<file path="src/rtl/ovl_pkg.sv">
`timescale 1ns/1ps
package ovl_pkg;
  typedef enum logic [1:0] {
    ST_STOP  = 2'd0,
    ST_TRIAL = 2'd1,
    ST_RUN   = 2'd2
  } ovlState_t;

  // strobes from control to datapath
  typedef struct packed {
    logic stopClr;
    logic stopInc;
    logic trialClr;
    logic trialInc;
    logic stickyArm;
  } ovlStrobe_t;
endpackage

</file>
<file path="src/rtl/ovl_datapath.sv">
`timescale 1ns/1ps
module ovl_datapath
  import ovl_pkg::*;
#(
  parameter int LEVELS       = 9,
  parameter int RST_CYCLES   = 1024,
  parameter int TRIAL_CYCLES = 64
) (
  input  logic                       clk,
  input  logic                       rstN,
  input  logic [LEVELS-2:0]          thermCode,
  input  logic                       overHi,
  input  logic                       overLo,
  input  logic                       ovlClr,
  input  ovlStrobe_t                 strobe,
  output logic                       overload,
  output logic                       stopDone,
  output logic                       trialDone,
  output logic                       ovlSeen,
  output logic [$clog2(LEVELS)-1:0]  sampleLevel
);
  localparam int THERM_W = LEVELS - 1;
  localparam int LVL_W   = $clog2(LEVELS);
  localparam int STOP_W  = $clog2(RST_CYCLES) + 1;
  localparam int TRIAL_W = $clog2(TRIAL_CYCLES) + 1;
  localparam logic [STOP_W-1:0]  STOP_LAST  = STOP_W'(RST_CYCLES - 1);
  localparam logic [TRIAL_W-1:0] TRIAL_LAST = TRIAL_W'(TRIAL_CYCLES - 1);

  logic [STOP_W-1:0]  stopCnt;
  logic [TRIAL_W-1:0] trialCnt;
  logic [LVL_W-1:0]   onesCount;

  assign overload  = overHi | overLo;
  assign stopDone  = (stopCnt == STOP_LAST);
  assign trialDone = (trialCnt == TRIAL_LAST);

  always_ff @(posedge clk or negedge rstN) begin
    if (!rstN) begin
      stopCnt <= '0;
    end else if (strobe.stopClr) begin
      stopCnt <= '0;
    end else if (strobe.stopInc) begin
      stopCnt <= stopCnt + 1'b1;
    end
  end

  always_ff @(posedge clk or negedge rstN) begin
    if (!rstN) begin
      trialCnt <= '0;
    end else if (strobe.trialClr) begin
      trialCnt <= '0;
    end else if (strobe.trialInc) begin
      trialCnt <= trialCnt + 1'b1;
    end
  end

  always_ff @(posedge clk or negedge rstN) begin
    if (!rstN) begin
      ovlSeen <= 1'b0;
    end else if (strobe.stickyArm && overload) begin
      ovlSeen <= 1'b1;
    end else if (ovlClr) begin
      ovlSeen <= 1'b0;
    end
  end

  always_comb begin
    onesCount = '0;
    for (int i = 0; i < THERM_W; i++) begin
      onesCount = onesCount + LVL_W'(thermCode[i]);
    end
  end

  always_ff @(posedge clk or negedge rstN) begin
    if (!rstN) begin
      sampleLevel <= '0;
    end else begin
      sampleLevel <= onesCount;
    end
  end
endmodule

</file>
<file path="src/rtl/ovl_control.sv">
`timescale 1ns/1ps
module ovl_control
  import ovl_pkg::*;
(
  input  logic       clk,
  input  logic       rstN,
  input  logic       overload,
  input  logic       stopDone,
  input  logic       trialDone,
  output ovlStrobe_t strobe,
  output logic       loopReset,
  output logic       modEnable,
  output logic       trialMode
);
  ovlState_t state, stateNext;

  always_ff @(posedge clk or negedge rstN) begin
    if (!rstN) begin
      state <= ST_STOP;
    end else begin
      state <= stateNext;
    end
  end

  always_comb begin
    stateNext = state;
    strobe    = '0;
    unique case (state)
      ST_STOP: begin
        if (stopDone) begin
          stateNext       = ST_TRIAL;
          strobe.stopClr  = 1'b1;
          strobe.trialClr = 1'b1;
        end else begin
          strobe.stopInc = 1'b1;
        end
      end
      ST_TRIAL: begin
        strobe.stickyArm = 1'b1;
        if (overload) begin
          stateNext       = ST_STOP;
          strobe.stopClr  = 1'b1;
          strobe.trialClr = 1'b1;
        end else if (trialDone) begin
          stateNext       = ST_RUN;
          strobe.trialClr = 1'b1;
        end else begin
          strobe.trialInc = 1'b1;
        end
      end
      ST_RUN: begin
        strobe.stickyArm = 1'b1;
        if (overload) begin
          stateNext      = ST_STOP;
          strobe.stopClr = 1'b1;
        end
      end
      default: begin
        stateNext = ST_STOP;
      end
    endcase
  end

  assign loopReset = (state == ST_STOP);
  assign modEnable = (state != ST_STOP);
  assign trialMode = (state == ST_TRIAL);
endmodule

</file>
<file path="src/rtl/ovl_recovery_ctrl.sv">
`timescale 1ns/1ps
module ovl_recovery_ctrl
  import ovl_pkg::*;
#(
  parameter int LEVELS       = 9,
  parameter int RST_CYCLES   = 1024,
  parameter int TRIAL_CYCLES = 64
) (
  input  logic                      clk,
  input  logic                      rstN,
  input  logic [LEVELS-2:0]         thermCode,
  input  logic                      overHi,
  input  logic                      overLo,
  input  logic                      ovlClr,
  output logic                      loopReset,
  output logic                      modEnable,
  output logic                      trialMode,
  output logic                      ovlSeen,
  output logic [$clog2(LEVELS)-1:0] sampleLevel
);
  ovlStrobe_t strobe;
  logic       overload;
  logic       stopDone;
  logic       trialDone;

  ovl_control u_ctrl (
    .clk       (clk),
    .rstN      (rstN),
    .overload  (overload),
    .stopDone  (stopDone),
    .trialDone (trialDone),
    .strobe    (strobe),
    .loopReset (loopReset),
    .modEnable (modEnable),
    .trialMode (trialMode)
  );

  ovl_datapath #(
    .LEVELS       (LEVELS),
    .RST_CYCLES   (RST_CYCLES),
    .TRIAL_CYCLES (TRIAL_CYCLES)
  ) u_dp (
    .clk         (clk),
    .rstN        (rstN),
    .thermCode   (thermCode),
    .overHi      (overHi),
    .overLo      (overLo),
    .ovlClr      (ovlClr),
    .strobe      (strobe),
    .overload    (overload),
    .stopDone    (stopDone),
    .trialDone   (trialDone),
    .ovlSeen     (ovlSeen),
    .sampleLevel (sampleLevel)
  );
endmodule

</file>
<file path="config.mk">
export PLATFORM = sky130hd
export DESIGN_NAME = ovl_recovery_ctrl
export DESIGN_NICKNAME = d
export VERILOG_FILES = /design/src/rtl/ovl_pkg.sv /design/src/rtl/ovl_datapath.sv /design/src/rtl/ovl_control.sv /design/src/rtl/ovl_recovery_ctrl.sv
export SDC_FILE = /design/constraint.sdc
export NUM_CORES = 1
export LEC_CHECK = 0
export ABC_AREA = 1
export BUFFER_PORTS_ARGS = -buffer_cell sky130_fd_sc_hd__buf_2
export CAP_MARGIN = 20
export CORE_MARGIN = 2
export CORE_UTILIZATION = 40
export DETAILED_ROUTE_END_ITERATION = 7
export PLACE_DENSITY_LB_ADDON = 0.08
export SYNTH_ARGS = -nofsm -noshare
export SYNTH_HDL_FRONTEND = slang
export SYNTH_SLANG_ARGS = --single-unit
</file>
<file path="constraint.sdc">
create_clock -name clk -period 1.5 [get_ports clk]
set_clock_uncertainty 0.15 [all_clocks]
set_input_delay 0.075 -clock clk [delete_from_list [all_inputs] [get_ports clk]]
set_output_delay 0.075 -clock clk [all_outputs]
set_load 0.01 [all_outputs]
</file>
# Word level (Yosys, flattened, before mapping)
# Cells that the tools add are included.
[totals]
reg_bits = 25
latch_bits = 0
ramBits = 0
rom_bits = 0
out_inout_bits = 8
wordCells = 53
n_memories = 0
[op_classes]
n_addsub = 9
mul = 0
div = 0
order_cmp = 0
n_eq_ne = 7
shift = 0
n_mux = 23
bitwise = 1
reduce_logical = 8
[op_table]
columns = ["operator", "count"]
rows = [
  ["4-bit by 1-bit adder with 4-bit output", 6],
  ["11-bit 2-to-1 mux", 2],
  ["7-bit 2-to-1 mux", 2],
  ["1-bit 2-to-1 mux", 12],
  ["11-bit by 1-bit adder with 11-bit output (second input constant)", 1],
  ["11-bit by 10-bit equality test with 1-bit output (second input constant)", 1],
  ["2-bit 2-to-1 mux", 4],
  ["2-bit nonzero test", 4],
  ["7-bit by 1-bit adder with 7-bit output (second input constant)", 1],
  ["7-bit by 6-bit equality test with 1-bit output (second input constant)", 1],
  ["2-bit one-hot mux with 3 select lines", 1],
  ["2-bit by 1-bit inequality test with 1-bit output (second input constant)", 2],
  ["1-bit one-hot mux with 2 select lines", 2],
  ["3-bit by 1-bit inequality test with 1-bit output (second input constant)", 1],
  ["3-bit AND reduction", 1],
  ["1-bit by 1-bit adder with 2-bit output", 1],
  ["2-bit by 1-bit equality test with 1-bit output (second input constant)", 1],
  ["2-bit equality test (second input constant)", 1],
  ["2-bit zero test", 1],
  ["2-bit OR reduction", 1],
  ["1-bit logical AND", 1],
  ["1-bit bitwise OR", 1],
]

# Logic depth before layout (Yosys ltp)
# Gate-level depths: netlist of the first run.
[depth]
depth_word = 7
depth_mapped = 10
mapped_depth_nobuf = 10

# Modules after synthesis
# From an unflattened synthesis of the first run, not the netlist that was laid out.
[unflattened]
cells_unflattened = 202
hier_area_um2 = 1591.5
[modules_own_cells]
columns = ["module", "instances", "cells_per_inst", "area_per_inst_um2", "seq_area_each_um2"]
rows = [
  ["ovl_datapath", 1, 168, 1346.3, 575.6],
  ["ovl_control", 1, 34, 245.2, 50.0],
]

# Least setup slack after synthesis of the first run
# Ideal clock, no wire load.
[synth_timing]
kind = "input port to flip-flop"
startpoint = "in thermCode[0]"
endpoint = "reg u_dp.sampleLevel[1]"
setup_ps = 64
arrival_ps = 2221
required_ps = 1286
slack_ps = -935
stages = 9
n_path_buf = 0
cell_sequence = "ha_1 > inv_1 > fa_1 > fa_1 > inv_1 > fa_1 > inv_1 > fa_1 > inv_1"
[synth_between]
elab_chain_len = 7
[synth_lines]
columns = ["element", "line", "source"]
rows = [
  ["from (decl)", "ovl_recovery_ctrl.sv:11", "input logic [LEVELS-2:0] thermCode,"],
  ["1-bit by 1-bit adder with 2-bit output", "ovl_datapath.sv:70", "onesCount = onesCount + LVL_W'(thermCode[i]);"],
  ["4-bit by 1-bit adder with 4-bit output (6 in series)", "ovl_datapath.sv:70", ""],
  ["net u_dp.onesCount[1]", "ovl_datapath.sv:31", "logic [LVL_W-1:0] onesCount;"],
  ["to (signal assigned)", "ovl_datapath.sv:78", "sampleLevel <= onesCount;"],
  ["to (decl)", "ovl_datapath.sv:20", "output logic [$clog2(LEVELS)-1:0] sampleLevel"],
]
# The timed path passes the listed nets, and every way through them passes these cells.
# A chain may end at the register's enable or synchronous reset.

# Worst setup path after layout of the first run
[layout_timing]
startpoint = "in thermCode[1]"
endpoint = "reg u_dp.sampleLevel[1]"
# The elaborated chain is that of the path after synthesis.

==> impl_metrics.toml, run 1 <==
[grt]
antenna_found_initial = 0
grt_use_met1 = 0.2326
grt_max_degree = 26
met3_usage = 0.02044
groute.usage.overall = 0.1942
grt_pass1_wl_um = 6451
use_met2 = 0.3638
grt_pass1_vias = 1475
top_usage_layer = "met2"
grt.overflow.total = 0

[final_layout]
fin_util = 0.6404
drive_above_1_share = 0.4258
area_delta_synth_final_pct = 53.00
nets = 283
stdcell_count = 304
n_antenna_cell = 0

[flow_run]
cap_violations = 0

[logic_synthesis]
ys_warn_count = 0
synth_top_area_share = 0.4052
synth_edf_count = 0
synth_most_common_cell = "nand2_1"
synth_commonest_cells = "nand2_1, inv_1, dfrtp_1"
synth_compound_area_frac = 0.03971
async_reset_ff_frac = 1.000
synth.area.top_cells = "dfrtp_1, nand2_1, inv_1"
synth_top_area_cell = "dfrtp_1"
yosys.area_share.adder = 0.1248
syn_nets = 220
netlist_area_mm2 = 0.001544
synth_top_family_by_area = "simple AND/OR/NAND/NOR gates"
synth-simple-area-share = 0.2958
ys_ff_latch = 25
synth_cell_types = 22
synth_ff_type = "dfrtp_1"
muxShareOfSynthArea = 0
synth.avg_cell_area_um2 = 7.959
ys_seq_area_frac = 0.4052
synthXorXnorAreaFrac = 0.03971
syn-instance-count = 194

[power]
sw_frac_of_total = 0.2592
power_switching_mw = 0.3512
pwr_density_cell_mw_per_mm2 = 573.6
clock_power_share = 0.304
combinationalPowerShare = 0.168
total_power_mw = 1.355
p_leak_nw = 1.199
p_int_mw = 1.004
seqPwrFrac = 0.528
ir_drop_mv = 0.3628

[floorplan]
die_w_um = 66.13
die_h_um = 66.13
die-area_mm2 = 0.004373
pin_count = 21
num_rows = 22
fp.coreArea_mm2 = 0.003689
start_util = 0.4186

[route]
wire_per_inst_um = 12.35
ant_nets = 0
routed-via-count = 1432
finalWirelength_um = 3755
drt_pass1_iterations = 4
drtIter0Drc = 29
drc = 0
vias_per_cell = 4.711

[clocking]
postCtsHoldBufs = 2
cts_tree = "done"
path_clk_slew_ps = 90
h-tree-depth = 1
cts_buffers = 3
clk_latency_ps = 280
cts_buffer_depth = 2
cts_root_buf = "clkbuf_8"
cts_sinks = 25

[critical_path]
crit_type = "in2reg"
start_kind = "input pin"
crit_path_max_fanout = 2
path_cells = "buf_6, ha_4, inv_2, fa_1, fa_1, inv_2, fa_2, inv_2, fa_2, inv_2"
cpLargestDelayFamily = "adder cells"
cp_data_arrival_time_ps = 2380
r2r_setup_slack_ps = -20
critPathCaptureType = "flop"
crit_top_cell = "inv_2"
required_ps = 1580
crit_buf_inv = 5
crit_slowest_cell = "fa_1"
max_stage_delay_ps = 530

[placement]
gp_congestion = 0.7815
portBuffers = 20
place_inst = 287
dp_hpwl_um = 2626

[timing]
setup_slack_ps = -806.1
setup_violations = 8
grt_setup_unrepaired = "true"
worstMarginPinSlew_ps = 567.9
hold_viol = 1
clock.fmax_mhz = 433.6
timing.final.crit_share = 1.537
final-max-slew-violation-count = 0
maxSlewHeadroom = 0.6214
period_needed_ps = 2306
final.setup.tns_ps = -2660
whs_ps = -28.61

[status]
status = "complete, but fails checks"
violations = "hold timing, setup timing"

[min_path]
worstHoldPathType = "in2reg"
==> cell usage in the layout, fill, tap and decap left out, drive strengths merged <==
cell type	Yosys	final
buf	1	55
clkbuf	0	3
clkinv	0	1
dfrtp	25	25
dlygate4sd3	0	2
fa	4	4
ha	9	9
inv	36	36
nand2	53	55
nand3	16	16
nand4	6	6
nor2	26	26
nor3b	1	1
o21ai	5	5
o21bai	4	4
o22ai	1	1
xnor2	2	2
xor2	5	5
==> routing by layer <==
metal / share of wire / vias to the layer above
met1: 0.42 / 681
met4: 0.012 / 0
li1: - / 729
met5: 0 / -
met3: 0.019 / 5
met2: 0.55 / 17
==> stage by stage <==
step                      area, um^2  setup WS, ps
after CTS                       2167        -804.0
after global routing            2362        -844.3
after floorplan                 1617        -891.8
after detailed placement        1961         -1150
after global placement          1961         -1039
final                           2362        -806.1
==> kinds of logic (layout without fill, tap and decap cells) <==
group | count (synthesis) | after routing
flops | 25 | 25
fa+ha+maj | 13 | 13
buf+inv | 37 | 97
compound gates | 10 | 10
simple gates | 102 | 104
xor+xnor | 7 | 7
==> power groups by stage <==
stage,Sequential [mW],Clock [mW],Combinational [mW]
2_1_floorplan,0.750,0,0.0858
3_5_place_dp,0.728,0,0.199
3_3_place_gp,0.729,0,0.182
4_1_cts,0.716,0.424,0.213
5_1_grt,0.719,0.466,0.254
6_report,0.716,0.412,0.227
==> path summary, 6_finish.rpt <==
path | startpoint | end | depth (start not counted)
hold reg to reg | u_dp.stopCnt[9]$_DFFE_PN0P_ | u_dp.stopCnt[9]$_DFFE_PN0P_ | 2
setup reg to reg | u_dp.stopCnt[1]$_DFFE_PN0P_ | u_dp.stopCnt[9]$_DFFE_PN0P_ | 10
hold / removal | thermCode[5] | u_dp.sampleLevel[0]$_DFF_PN0_ | 2
min in group asynchronous | rstN | u_dp.stopCnt[4]$_DFFE_PN0P_ | 2
max in group asynchronous | rstN | u_dp.trialCnt[5]$_DFFE_PN0P_ | 2
setup / recovery | thermCode[1] | u_dp.sampleLevel[1]$_DFF_PN0_ | 10
==> worst register-to-register path, cell delays in order (launching register included) <==
cell	delay, ps
dfrtp_1	400
ha_4	200
inv_4	40
nor2_4	120
buf_6	120
nand2_1	40
nand4_1	120
inv_1	60
nand2_1	60
nand2_1	70
nor2_1	100
==> final cells by class <==
| type | count | area [um^2] |
|---|---|---|
| repair buffers | 57 | 452.9 |
| flip-flops and latches | 25 | 625.6 |
| clock buffers | 3 | 41.29 |
| well taps | 48 | 60.06 |
| multi-input cells | 134 | 1027 |
| fillers | 319 | 1326 |
| clock inverters | 1 | 5.005 |
| inverters | 36 | 150.1 |
==> state kept, by name, summed over array words and instances (netlist names) <==
name,count
u_dp.ovlSeen,1
u_dp.sampleLevel,4
u_dp.trialCnt,7
u_dp.stopCnt,11
u_ctrl.state,2
==> timing repair <==
action / CTS / global route
setup buffers: 3 / 6
cloned: 2 / 0
resized for setup: 28 / 37
endpoints found under the hold margin: 27 / 1
pin swaps: 7 / 13
endpoints found under the setup margin: 22 / 26
Note: power is estimated with default switching activity, not from simulation.
==> inputs of run 2 (changes only) <==
CORE_MARGIN = not set   (was 2)
==> run 2 against run 1 <==
Against the previous run: the run still ends with hold timing, setup timing left; wire length rose by 1.3%; critical endpoint unchanged; power shrank 0.84%; largest cell class unchanged; die area shrank 6.0%.
==> impl_metrics.toml, run 2 (synthesis results as in run 1) <==
[power]
ir_drop_mv = 0.5572
clock_power_share = 0.298
total_power_mw = 1.344
p_leak_nw = 1.190
combinationalPowerShare = 0.169
seqPwrFrac = 0.533
p_int_mw = 1.009
power_switching_mw = 0.3348
pwr_density_cell_mw_per_mm2 = 564.3
sw_frac_of_total = 0.2492

[timing]
worstMarginPinSlew_ps = 562.6
final.setup.tns_ps = -2870
setup_slack_ps = -782.2
setup_violations = 17
final-max-slew-violation-count = 0
grt_setup_unrepaired = "true"
timing.final.crit_share = 1.521
period_needed_ps = 2282
whs_ps = -40.99
clock.fmax_mhz = 438.2
maxSlewHeadroom = 0.6249
hold_viol = 2

[clocking]
cts_tree = "done"
path_clk_slew_ps = 80
cts_root_buf = "clkbuf_8"
cts_buffers = 3
cts_buffer_depth = 2
h-tree-depth = 1
postCtsHoldBufs = 3
clk_latency_ps = 270
cts_sinks = 25

[floorplan]
die_w_um = 64.13
die_h_um = 64.13
pin_count = 21
fp.coreArea_mm2 = 0.003689
die-area_mm2 = 0.004113
start_util = 0.4186
num_rows = 22

[route]
routed-via-count = 1432
drt_pass1_iterations = 4
vias_per_cell = 4.726
drtIter0Drc = 23
wire_per_inst_um = 12.55
drc = 0
finalWirelength_um = 3804
ant_nets = 0

[status]
status = "complete, but fails checks"
violations = "hold timing, setup timing"

[flow_run]
cap_violations = 0

[grt]
antenna_found_initial = 0
grt_pass1_wl_um = 6513
groute.usage.overall = 0.2109
grt.overflow.total = 0
grt_pass1_vias = 1497
grt_max_degree = 26

[critical_path]
crit_top_cell = "inv_2"
start_kind = "input pin"
max_stage_delay_ps = 510
crit_slowest_cell = "fa_1"
crit_buf_inv = 5
crit_type = "in2reg"
crit_path_max_fanout = 2
path_cells = "buf_6, ha_4, inv_2, fa_1, fa_1, inv_2, fa_2, inv_2, fa_2, inv_1"
required_ps = 1560
critPathCaptureType = "flop"
cp_data_arrival_time_ps = 2350
cpLargestDelayFamily = "adder cells"

[final_layout]
largest_reg_flops = 11
nets = 282
drive_above_1_share = 0.4627
fin_util = 0.6455
stdcell_count = 303
regMostFlops = "u_dp.stopCnt"
final_cell_mix = "nand2_1, buf_4, inv_1, dfrtp_1"
area_delta_synth_final_pct = 54.21
largestRegisters = "u_dp.stopCnt: 11 flops, u_dp.trialCnt: 7 flops, u_dp.sampleLevel: 4 flops"
n_antenna_cell = 0
fin_area_mm2 = 0.002381
final_common_cell = "nand2_1"

[placement]
place_area_mm2 = 0.001961
dp_hpwl_um = 2526
dp_worst_setup_slack_ps = -1072
place_inst = 287
portBuffers = 20
gp_congestion = 0.7767

[min_path]
worstHoldPathType = "in2reg"
-- run 2: cell types whose count changed in the layout (fill, tap and decap cells not counted), moves of 3 or more --
| cell | change |
|---|---|
| nand2_1 | -7 |
| nand2_2 | +7 |
| nand2_4 | -3 |
| nand2_8 | +3 |
| nor2_1 | -3 |
| nor2_2 | +3 |
-- run 2: layout make-up --
| type | count | area [um^2] |
|---|---|---|
| inverters | 36 | 147.6 |
| repair buffers | 56 | 435.4 |
| multi-input cells | 134 | 1065 |
| fillers | 318 | 1308 |
| clock buffers | 4 | 45.04 |
| flip-flops and latches | 25 | 628.1 |
| well taps | 48 | 60.06 |
-- run 2: path summary, 6_finish.rpt --
| path | from | to | slack, ps | depth (start not counted) |
|---|---|---|---|---|
| setup / recovery | thermCode[1] | u_dp.sampleLevel[1]$_DFF_PN0_ | -780 | 10 |
| hold / removal | thermCode[5] | u_dp.sampleLevel[0]$_DFF_PN0_ | -40 | 2 |
| setup reg to reg | u_dp.stopCnt[1]$_DFFE_PN0P_ | u_dp.stopCnt[2]$_DFFE_PN0P_ | -50 | 8 |
| hold reg to reg | u_dp.ovlSeen$_DFFE_PN0P_ | u_dp.ovlSeen$_DFFE_PN0P_ | 380 | 2 |
| max in group asynchronous | rstN | u_dp.stopCnt[3]$_DFFE_PN0P_ | 630 | 2 |
| min in group asynchronous | rstN | u_dp.stopCnt[2]$_DFFE_PN0P_ | 170 | 2 |
-- run 2: timing repair --
| action | CTS | global route |
|---|---|---|
| setup endpoints to repair | 20 | 26 |
| buffers inserted | 2 | 6 |
| gates cloned | 2 | 0 |
| gates resized for setup | 24 | 50 |
| hold endpoints to repair | 28 | 2 |
| pin swaps | 11 | 22 |
-- run 2: metal layers --
layer | up-vias | GRT usage | share of wire
li1 | 724 | - | -
met1 | 684 | 0.2222 | 0.40
met3 | 7 | 0.05000 | 0.024
met4 | 0 | 0.1056 | 0.015
met5 | - | 0 | 0
met2 | 17 | 0.3883 | 0.56
-- run 2: power by group through the flow --
stage          registers [mW]  clock network, mW  logic, mW
2_1_floorplan           0.750                  0     0.0858
3_3_place_gp            0.729                  0      0.181
3_5_place_dp            0.729                  0      0.186
4_1_cts                 0.716              0.420      0.208
5_1_grt                 0.720              0.446      0.266
6_report                0.716              0.400      0.228
-- run 2: worst register-to-register path, delay by kind of cell, from the launching register on --
family / cells / cell delay [ps]
AND/OR/NAND/NOR: 7 / 730
adder cells (fa/ha/maj): 1 / 190
flip-flops: 1 / 390
